**src/rtl/sram_bus_pkg.sv**
```systemverilog
package sram_bus_pkg;

  typedef enum logic [2:0] {
    ST_IDLE   = 3'd0,
    ST_WCE    = 3'd1,
    ST_WPULSE = 3'd2,
    ST_WHOLD  = 3'd3,
    ST_RWAIT  = 3'd4,
    ST_RECOV  = 3'd5
  } seq_state_t;

  typedef enum logic [1:0] {
    MODE_NORMAL = 2'b00,
    MODE_WPROT  = 2'b01,
    MODE_RETAIN = 2'b10
  } pwr_mode_t;

  function automatic int unsigned max2(int unsigned a, int unsigned b);
    return (a > b) ? a : b;
  endfunction

endpackage

```
**src/rtl/sram_pwr_mon.sv**
```systemverilog
module sram_pwr_mon
  import sram_bus_pkg::*;
#(
  parameter int unsigned SYNC_STAGES = 2
) (
  input  logic      clk,
  input  logic      rst,
  input  logic      pfail_i,
  input  logic      batt_i,
  output logic      lock_o,
  output pwr_mode_t mode_o
);

  logic [SYNC_STAGES-1:0] pf_sh;
  logic [SYNC_STAGES-1:0] bs_sh;

  generate
    if (SYNC_STAGES == 1) begin : g_one
      always_ff @(posedge clk) begin
        if (rst) begin
          pf_sh <= '0;
          bs_sh <= '0;
        end else begin
          pf_sh <= pfail_i;
          bs_sh <= batt_i;
        end
      end
    end else begin : g_chain
      always_ff @(posedge clk) begin
        if (rst) begin
          pf_sh <= '0;
          bs_sh <= '0;
        end else begin
          pf_sh <= {pf_sh[SYNC_STAGES-2:0], pfail_i};
          bs_sh <= {bs_sh[SYNC_STAGES-2:0], batt_i};
        end
      end
    end
  endgenerate

  assign lock_o = pf_sh[SYNC_STAGES-1];

  always_ff @(posedge clk) begin
    if (rst) begin
      mode_o <= MODE_NORMAL;
    end else if (pf_sh[SYNC_STAGES-1]) begin
      mode_o <= bs_sh[SYNC_STAGES-1] ? MODE_RETAIN : MODE_WPROT;
    end else begin
      mode_o <= MODE_NORMAL;
    end
  end

endmodule

```
**src/rtl/sram_delay_cnt.sv**
```systemverilog
module sram_delay_cnt #(
  parameter int unsigned CW = 4
) (
  input  logic          clk,
  input  logic          rst,
  input  logic          load,
  input  logic [CW-1:0] load_val,
  output logic          zero
);

  logic [CW-1:0] cnt;

  always_ff @(posedge clk) begin
    if (rst) begin
      cnt <= '0;
    end else if (load) begin
      cnt <= load_val;
    end else if (cnt != '0) begin
      cnt <= cnt - 1'b1;
    end
  end

  assign zero = (cnt == '0);

endmodule

```
**src/rtl/sram_cycle_fsm.sv**
```systemverilog
module sram_cycle_fsm
  import sram_bus_pkg::*;
#(
  parameter int unsigned ADDR_W = 17,
  parameter int unsigned DATA_W = 8,
  parameter int unsigned T_AA   = 4,
  parameter int unsigned T_CEA  = 4,
  parameter int unsigned T_OEA  = 2,
  parameter int unsigned T_DS   = 3,
  parameter int unsigned T_DH   = 1,
  parameter int unsigned T_WR   = 2
) (
  input  logic              clk,
  input  logic              rst,
  input  logic              lock,
  input  logic              req_valid,
  input  logic              req_write,
  input  logic [ADDR_W-1:0] req_addr,
  input  logic [DATA_W-1:0] req_wdata,
  output logic              req_ready,
  output logic              rsp_valid,
  output logic [DATA_W-1:0] rsp_rdata,
  output logic              rsp_err,
  output logic [ADDR_W-1:0] bus_addr,
  output logic              bus_ce_n,
  output logic              bus_oe_n,
  output logic              bus_we_n,
  output logic [DATA_W-1:0] bus_dq_o,
  output logic              bus_dq_oe,
  input  logic [DATA_W-1:0] bus_dq_i
);

  localparam int unsigned RD_CNT = max2(max2(T_AA, T_CEA), T_OEA);
  localparam int unsigned MAXC   = max2(max2(RD_CNT, T_DS), max2(T_DH, T_WR));
  localparam int unsigned CW     = (MAXC < 2) ? 1 : $clog2(MAXC);

  seq_state_t    state;
  logic          ld;
  logic [CW-1:0] ld_val;
  logic          zero;

  sram_delay_cnt #(.CW(CW)) u_cnt (
    .clk      (clk),
    .rst      (rst),
    .load     (ld),
    .load_val (ld_val),
    .zero     (zero)
  );

  assign req_ready = (state == ST_IDLE);

  // counter reload for the phase entered on the coming edge
  always_comb begin
    ld     = 1'b0;
    ld_val = '0;
    case (state)
      ST_IDLE: begin
        if (req_valid && !lock && !req_write) begin
          ld     = 1'b1;
          ld_val = CW'(RD_CNT - 1);
        end
      end
      ST_WCE: begin
        ld     = 1'b1;
        ld_val = lock ? CW'(T_WR - 1) : CW'(T_DS - 1);
      end
      ST_WPULSE: begin
        if (lock) begin
          ld     = 1'b1;
          ld_val = CW'(T_WR - 1);
        end else if (zero) begin
          ld     = 1'b1;
          ld_val = CW'(T_DH - 1);
        end
      end
      ST_WHOLD, ST_RWAIT: begin
        if (lock || zero) begin
          ld     = 1'b1;
          ld_val = CW'(T_WR - 1);
        end
      end
      default: begin
        ld     = 1'b0;
        ld_val = '0;
      end
    endcase
  end

  always_ff @(posedge clk) begin
    if (rst) begin
      state     <= ST_IDLE;
      bus_addr  <= '0;
      bus_ce_n  <= 1'b1;
      bus_oe_n  <= 1'b1;
      bus_we_n  <= 1'b1;
      bus_dq_o  <= '0;
      bus_dq_oe <= 1'b0;
      rsp_valid <= 1'b0;
      rsp_rdata <= '0;
      rsp_err   <= 1'b0;
    end else begin
      rsp_valid <= 1'b0;
      if (state != ST_IDLE && state != ST_RECOV && lock) begin
        // abort has priority over any completion in this cycle
        bus_ce_n  <= 1'b1;
        bus_oe_n  <= 1'b1;
        bus_we_n  <= 1'b1;
        bus_dq_oe <= 1'b0;
        rsp_valid <= 1'b1;
        rsp_err   <= 1'b1;
        state     <= ST_RECOV;
      end else begin
        case (state)
          ST_IDLE: begin
            if (req_valid) begin
              if (lock) begin
                rsp_valid <= 1'b1;
                rsp_err   <= 1'b1;
              end else begin
                bus_addr <= req_addr;
                bus_ce_n <= 1'b0;
                rsp_err  <= 1'b0;
                if (req_write) begin
                  bus_dq_o  <= req_wdata;
                  bus_dq_oe <= 1'b1;
                  state     <= ST_WCE;
                end else begin
                  bus_oe_n <= 1'b0;
                  state    <= ST_RWAIT;
                end
              end
            end
          end
          ST_WCE: begin
            bus_we_n <= 1'b0;
            state    <= ST_WPULSE;
          end
          ST_WPULSE: begin
            if (zero) begin
              bus_we_n <= 1'b1;
              bus_ce_n <= 1'b1;
              state    <= ST_WHOLD;
            end
          end
          ST_WHOLD: begin
            if (zero) begin
              bus_dq_oe <= 1'b0;
              rsp_valid <= 1'b1;
              rsp_err   <= 1'b0;
              state     <= ST_RECOV;
            end
          end
          ST_RWAIT: begin
            if (zero) begin
              rsp_rdata <= bus_dq_i;
              bus_ce_n  <= 1'b1;
              bus_oe_n  <= 1'b1;
              rsp_valid <= 1'b1;
              rsp_err   <= 1'b0;
              state     <= ST_RECOV;
            end
          end
          ST_RECOV: begin
            if (zero) state <= ST_IDLE;
          end
          default: state <= ST_IDLE;
        endcase
      end
    end
  end

endmodule

```
**src/rtl/sram_bus_ctrl.sv**
```systemverilog
module sram_bus_ctrl
  import sram_bus_pkg::*;
#(
  parameter int unsigned ADDR_W      = 17,
  parameter int unsigned DATA_W      = 8,
  parameter int unsigned T_AA        = 4,
  parameter int unsigned T_CEA       = 4,
  parameter int unsigned T_OEA       = 2,
  parameter int unsigned T_DS        = 3,
  parameter int unsigned T_DH        = 1,
  parameter int unsigned T_WR        = 2,
  parameter int unsigned SYNC_STAGES = 2
) (
  input  logic              clk,
  input  logic              rst,
  input  logic              host_valid,
  input  logic              host_write,
  input  logic [ADDR_W-1:0] host_addr,
  input  logic [DATA_W-1:0] host_wdata,
  output logic              host_ready,
  output logic              host_done,
  output logic [DATA_W-1:0] host_rdata,
  output logic              host_err,
  input  logic              pfail_i,
  input  logic              batt_i,
  output logic [1:0]        pwr_mode,
  output logic [ADDR_W-1:0] mem_addr,
  output logic              mem_ce_n,
  output logic              mem_oe_n,
  output logic              mem_we_n,
  output logic [DATA_W-1:0] mem_dq_o,
  output logic              mem_dq_oe,
  input  logic [DATA_W-1:0] mem_dq_i
);

  logic      lock;
  pwr_mode_t mode;

  sram_pwr_mon #(.SYNC_STAGES(SYNC_STAGES)) u_pwr (
    .clk     (clk),
    .rst     (rst),
    .pfail_i (pfail_i),
    .batt_i  (batt_i),
    .lock_o  (lock),
    .mode_o  (mode)
  );

  assign pwr_mode = mode;

  sram_cycle_fsm #(
    .ADDR_W (ADDR_W),
    .DATA_W (DATA_W),
    .T_AA   (T_AA),
    .T_CEA  (T_CEA),
    .T_OEA  (T_OEA),
    .T_DS   (T_DS),
    .T_DH   (T_DH),
    .T_WR   (T_WR)
  ) u_fsm (
    .clk       (clk),
    .rst       (rst),
    .lock      (lock),
    .req_valid (host_valid),
    .req_write (host_write),
    .req_addr  (host_addr),
    .req_wdata (host_wdata),
    .req_ready (host_ready),
    .rsp_valid (host_done),
    .rsp_rdata (host_rdata),
    .rsp_err   (host_err),
    .bus_addr  (mem_addr),
    .bus_ce_n  (mem_ce_n),
    .bus_oe_n  (mem_oe_n),
    .bus_we_n  (mem_we_n),
    .bus_dq_o  (mem_dq_o),
    .bus_dq_oe (mem_dq_oe),
    .bus_dq_i  (mem_dq_i)
  );

endmodule

```
**config.mk**
```make
export PLATFORM = sky130hd
export DESIGN_NAME = sram_bus_ctrl
export DESIGN_NICKNAME = d
export VERILOG_FILES = /design/src/rtl/sram_bus_pkg.sv /design/src/rtl/sram_pwr_mon.sv /design/src/rtl/sram_delay_cnt.sv /design/src/rtl/sram_cycle_fsm.sv /design/src/rtl/sram_bus_ctrl.sv
export SDC_FILE = /design/constraint.sdc
export NUM_CORES = 1
export LEC_CHECK = 0
export ABC_AREA = 1
export CAP_MARGIN = 20
export CELL_PAD_IN_SITES_DETAIL_PLACEMENT = 1
export CELL_PAD_IN_SITES_GLOBAL_PLACEMENT = 2
export CORE_MARGIN = 3
export CORE_UTILIZATION = 24
export DETAILED_ROUTE_END_ITERATION = 10
export GPL_ROUTABILITY_DRIVEN = 1
export GPL_TIMING_DRIVEN = 0
export PLACE_DENSITY_LB_ADDON = 0.1
export SYNTH_ARGS = -nofsm -noshare
export SYNTH_HDL_FRONTEND = slang
export SYNTH_SLANG_ARGS = --single-unit
```
**constraint.sdc**
```tcl
create_clock -name clk -period 4.05 [get_ports clk]
set_input_delay 1.215 -clock clk [delete_from_list [all_inputs] [get_ports clk]]
set_output_delay 1.215 -clock clk [all_outputs]
set_load 0.02 [all_outputs]
```
Word-level counts from Yosys, hierarchy flattened
Cells that the tools add are included.

word-level totals
  bits of input ports = 39
  output and inout port bits = 42
  register bits after elaboration = 50
  word-level logic and storage cells = 112

operators by class
  bitwise operators = 2
  $add $sub $neg = 1
  eq/ne operators = 21
  muxes and demuxes = 42
  reductions and logical operators = 31

operators by type and width
  kind                  count
  $reduce_and A5 Y1     5
  $mux W1               21
  $mux W3               7
  $pmux W3 S5           1
  $ne A2 B1 Y1 const B  6
  $pmux W1 S2           6
  $reduce_bool A2 Y1    6
  $mux W2               5
  $ne A3 B1 Y1 const B  3
  $ne A2 B2 Y1 const B  4
  $pmux W2 S4           1
  $reduce_and A4 Y1     2
  $reduce_or A2 Y1      4
  $eq A3 B2 Y1 const B  2
  $eq A3 B3 Y1 const B  2
  $ne A3 B2 Y1 const B  2
  $reduce_and A3 Y1     2
  $reduce_bool A3 Y1    2
  $logic_and A1 B1 Y1   4
  $pmux W1 S4           1
  $eq A3 B1 Y1 const B  1
  $logic_not A3 Y1      1
  $ne A3 B3 Y1 const B  1
  $logic_not A1 Y1      2
  5 further kinds       6

Logic depth before layout (Yosys ltp)
  depth after elaboration = 6
  gate-level depth with buffers = 9
  mapped depth without buffers = 9

Cells and area by module
A second synthesis with hierarchy kept.

second synthesis, totals
  cell total of the unflattened synthesis = 272
  area total of the unflattened synthesis = 2009.4 sq um

by module, submodules not included
  module          area an instance (sq um)  cells an instance  seq. area each (sq um)  times used
  sram_cycle_fsm  1724.2                    236                840.8                   1
  sram_pwr_mon    171.4                     19                 120.1                   1
  sram_delay_cnt  113.9                     17                 40.0                    1

Worst setup path after synthesis
Ideal clock, no wire load.

  kind = input to register
  from = in rst
  to = reg u_fsm.bus_addr[0]
  stages = 6
  slack = 2.014 ns
  buffers on the path = 3
  library setup time = 0.065 ns
  data arrival time = 1.971 ns
  required time = 3.985 ns
  path through = buf_2 > inv_1 > clkbuf_2 > clkbuf_1 > o21ai_0 > nor2_1

RTL lines
  element               RTL line               RTL
  start, declared       sram_bus_ctrl.sv:15    input logic rst,
  end signal, assigned  sram_cycle_fsm.sv:120  bus_addr <= req_addr;
  end, declared         sram_cycle_fsm.sv:24   output logic [ADDR_W-1:0] bus_addr,

Worst setup path after layout
  from = reg u_fsm.state[1]
  to = out host_ready

on the way
  word-level cells in the longest chain between the ends = 1

ends and longest elaborated chain
  element                 RTL line               RTL
  start, declared         sram_cycle_fsm.sv:37   seq_state_t state;
  start signal, assigned  sram_cycle_fsm.sv:91   state <= ST_IDLE;
  start signal, assigned  sram_cycle_fsm.sv:111  state <= ST_RECOV;
  start signal, assigned  sram_cycle_fsm.sv:126  state <= ST_WCE;
  $logic_not A3 Y1        sram_cycle_fsm.sv:50   assign req_ready = (state == ST_IDLE);
  end, declared           sram_bus_ctrl.sv:20    output logic host_ready,

No other way between the ends.

==> flow_summary.toml <==
[clock_tree]
cts_resized = 0
clock-sinks = 50
cts_buffers = 5
clockBufferDepth = 2
cts_htree_levels = 2
hold_buffers = 0
ctsRootBufferMaster = "clkbuf_8"
clk_latency_ps = 310
post_cts_buffers = 0
path_clk_slew_ps = 90
cts_tree = "yes"

[hold_path]
hold_path_end = "u_pwr.pf_sh[1]"
hold_depth = 2
min_from = "u_pwr.pf_sh[0]"
min_path_type = "reg2reg"

[route]
vias = 1995
antenna_left = 0
drtIter0Drc = 30
first_pass_iters = 4
totalWireLength_um = 6250
drc = 0
avgViaCountPerCell = 4.41
wl_per_cell_um = 13.8

[run_status]
status = "finished, final reports clean"

[worst_setup_path]
arrival_ps = 1740
required_ps = 2830
crit_fanout = 8
r2r_slack_ps = 2270
start_kind = "flop"
path_class = "reg2out"
reg2reg_depth = 8
reg2reg_to = "u_fsm.rsp_rdata[7]"
reg2reg_from = "u_fsm.u_cnt.cnt[0]"
crit_path_end_kind = "output pin"

[global_routing]
grt_overflow = 0
antenna_found_initial = 0
grt_pass1_vias = 2044
grt_use_total_pct = 13.1
grt_pass1_wl_um = 10000
grt_max_degree = 16

[timing]
final-hold-violation-count = 0
tns_ps = 0
drv_slew = 0
clock_skew_ps = 10.1
setup_violations = 0
post-route-period-util_pct = 72.8
relSlewSlack_pct = 66.4
min_period_ps = 2950
worstMarginPinSlew_ps = 503
worst_slack_ps = 1100
max_freq_ghz = 0.339
rsz0062_at_grt = "no"

[logic_synthesis]
synth-edff-count = 0
synth_top_cell_area_share_pct = 49.9
syn_area_per_cell_um2 = 7.63
synth_common_cells = "82 x nor2_1, 50 x dfxtp_1, 38 x o21ai_0"
synth_most_common_cell = "nor2_1"
synth.area.top_cells = "dfxtp_1 50%, nor2_1 15%, o21ai_0 9.5%, nand2_1 4.1%, nand3_1 3.2%"
synth_cells = 263
ys_seq_area_share_pct = 49.9
async_reset_ff_share_pct = 0
synth.distinct_cells = 32
synth.largest_area_cell = "dfxtp_1"
ys.flop_type = "dfxtp_1"
syn_nets = 303
synth_area_um2 = 2010
synth-seq-cells = 50
yosysWarnings = 0

[place]
port_buffers = 79
detailedPlace.worstSlack_ps = 1240
globalplace.congestion = 0.722
dp_hpwl_um = 4650

[die]
pin_count = 81
dieHeight_um = 97.4
dieArea_um2 = 9490
rows = 32
start_util_pct = 25.3
core_area_um2 = 7930
die_w_um = 97.4

[finish]
nNetsFinal = 389
area_growth_pct = 50.1
n_antenna_cell = 0
fillers = 969
drive_gt1_share_pct = 7.71

[power]
leakagePower_nw = 1.27
ir_worst_vdd_uv = 219
powerDensity_nw_per_um2 = 645

[flow_run]
cap_violations = 0
sequential cells by signal, indices dropped and copies added (netlist names), 2 cells and up:
name             count
u_pwr.bs_sh          2
u_fsm.bus_dq_o       8
u_fsm.rsp_rdata      8
u_pwr.mode_o         2
u_pwr.pf_sh          2
u_fsm.state          3
u_fsm.u_cnt.cnt      2
u_fsm.bus_addr      17
layout make-up:
| type | count | area, um2 | share of cell area, % |
|---|---|---|---|
| Buffer | 8 | 45.0 | 1.50 |
| Clock buffer | 6 | 72.6 | 2.41 |
| Clock inverter | 2 | 13.8 | 0.457 |
| Inverter | 21 | 81.3 | 2.70 |
| Multi-Input combinational cell | 184 | 878 | 29.2 |
| Sequential cell | 50 | 1000 | 33.3 |
| Tap cell | 102 | 128 | 4.24 |
| Timing Repair Buffer | 79 | 791 | 26.3 |
report_power, final:
| part | internal [mW] | leakage, nW | switching [mW] | total [mW] |
|---|---|---|---|---|
| Sequential | 0.617 | 0.411 | 0.0682 | 0.685 |
| Clock | 0.123 | 0.0452 | 0.177 | 0.300 |
| Combinational | 0.393 | 0.811 | 0.564 | 0.957 |
| Total | 1.13 | 1.27 | 0.810 | 1.94 |
critical path, stage by stage (launching register included):
cell and delay, ps:
dfxtp_1 320, buf_6 130, nor2_4 120, nand2_4 110, inv_1 140, clkdlybuf4s50_1 620
per-layer routing:
metal / track usage (%) / up-vias / share of wire [%]
li1: - / 1012 / -
met2: 20.9 / 52 / 45
met4: 3.51 / 0 / 0.91
met5: 0 / - / 0
met1: 16.0 / 926 / 46
met3: 5.60 / 5 / 8.3
logic make-up (layout without fill, tap and decap cells):
group / count (synthesis) / count (layout) / synth area share (%)
AO/OA/AOI/OAI: 52 / 52 / 13.8
adder cells (fa/ha/maj): 1 / 1 / 0.624
AND/OR/NAND/NOR: 130 / 130 / 28.9
buffers and inverters: 29 / 116 / 6.30
flip-flops: 50 / 50 / 49.9
XOR/XNOR: 1 / 1 / 0.437
placed cells by master, fill, tap and decap left out, drive strengths merged:
| master | n |
|---|---|
| a211o | 2 |
| a21oi | 8 |
| a31oi | 1 |
| and3 | 1 |
| buf | 4 |
| clkbuf | 10 |
| clkdlybuf4s50 | 79 |
| clkinv | 3 |
| dfxtp | 50 |
| ha | 1 |
| inv | 20 |
| nand2 | 25 |
| nand3 | 15 |
| nand4 | 1 |
| nor2 | 86 |
| nor3 | 2 |
| o211ai | 1 |
| o21ai | 39 |
| o21bai | 1 |
| xnor2 | 1 |
worst max-delay path by stage:
stage / end / cells past startpoint / start
floorplan: u_fsm.bus_addr[0] / 6 / rst
global placement: u_fsm.bus_dq_o[3] / 8 / host_valid
detailed placement: u_fsm.bus_dq_o[3] / 8 / host_valid
CTS: host_ready / 5 / u_fsm.state[1]
global route: host_ready / 5 / u_fsm.state[1]
finish: host_ready / 5 / u_fsm.state[1]
stage by stage:
stage	cells	utilization, %	cell area, um2	power [mW]	hold slack [ps]
6_report	452	38.0	3010	1.94	414
5_1_grt	452	38.0	3010	2.09	438
4_1_cts	452	38.0	3010	1.97	417
3_5_place_dp	444	36.9	2920	1.66	402
3_3_place_gp	444	36.9	2920	1.65	397
2_1_floorplan	263	-	2010	1.27	388
No activity file was read; power rests on OpenSTA's default activity.
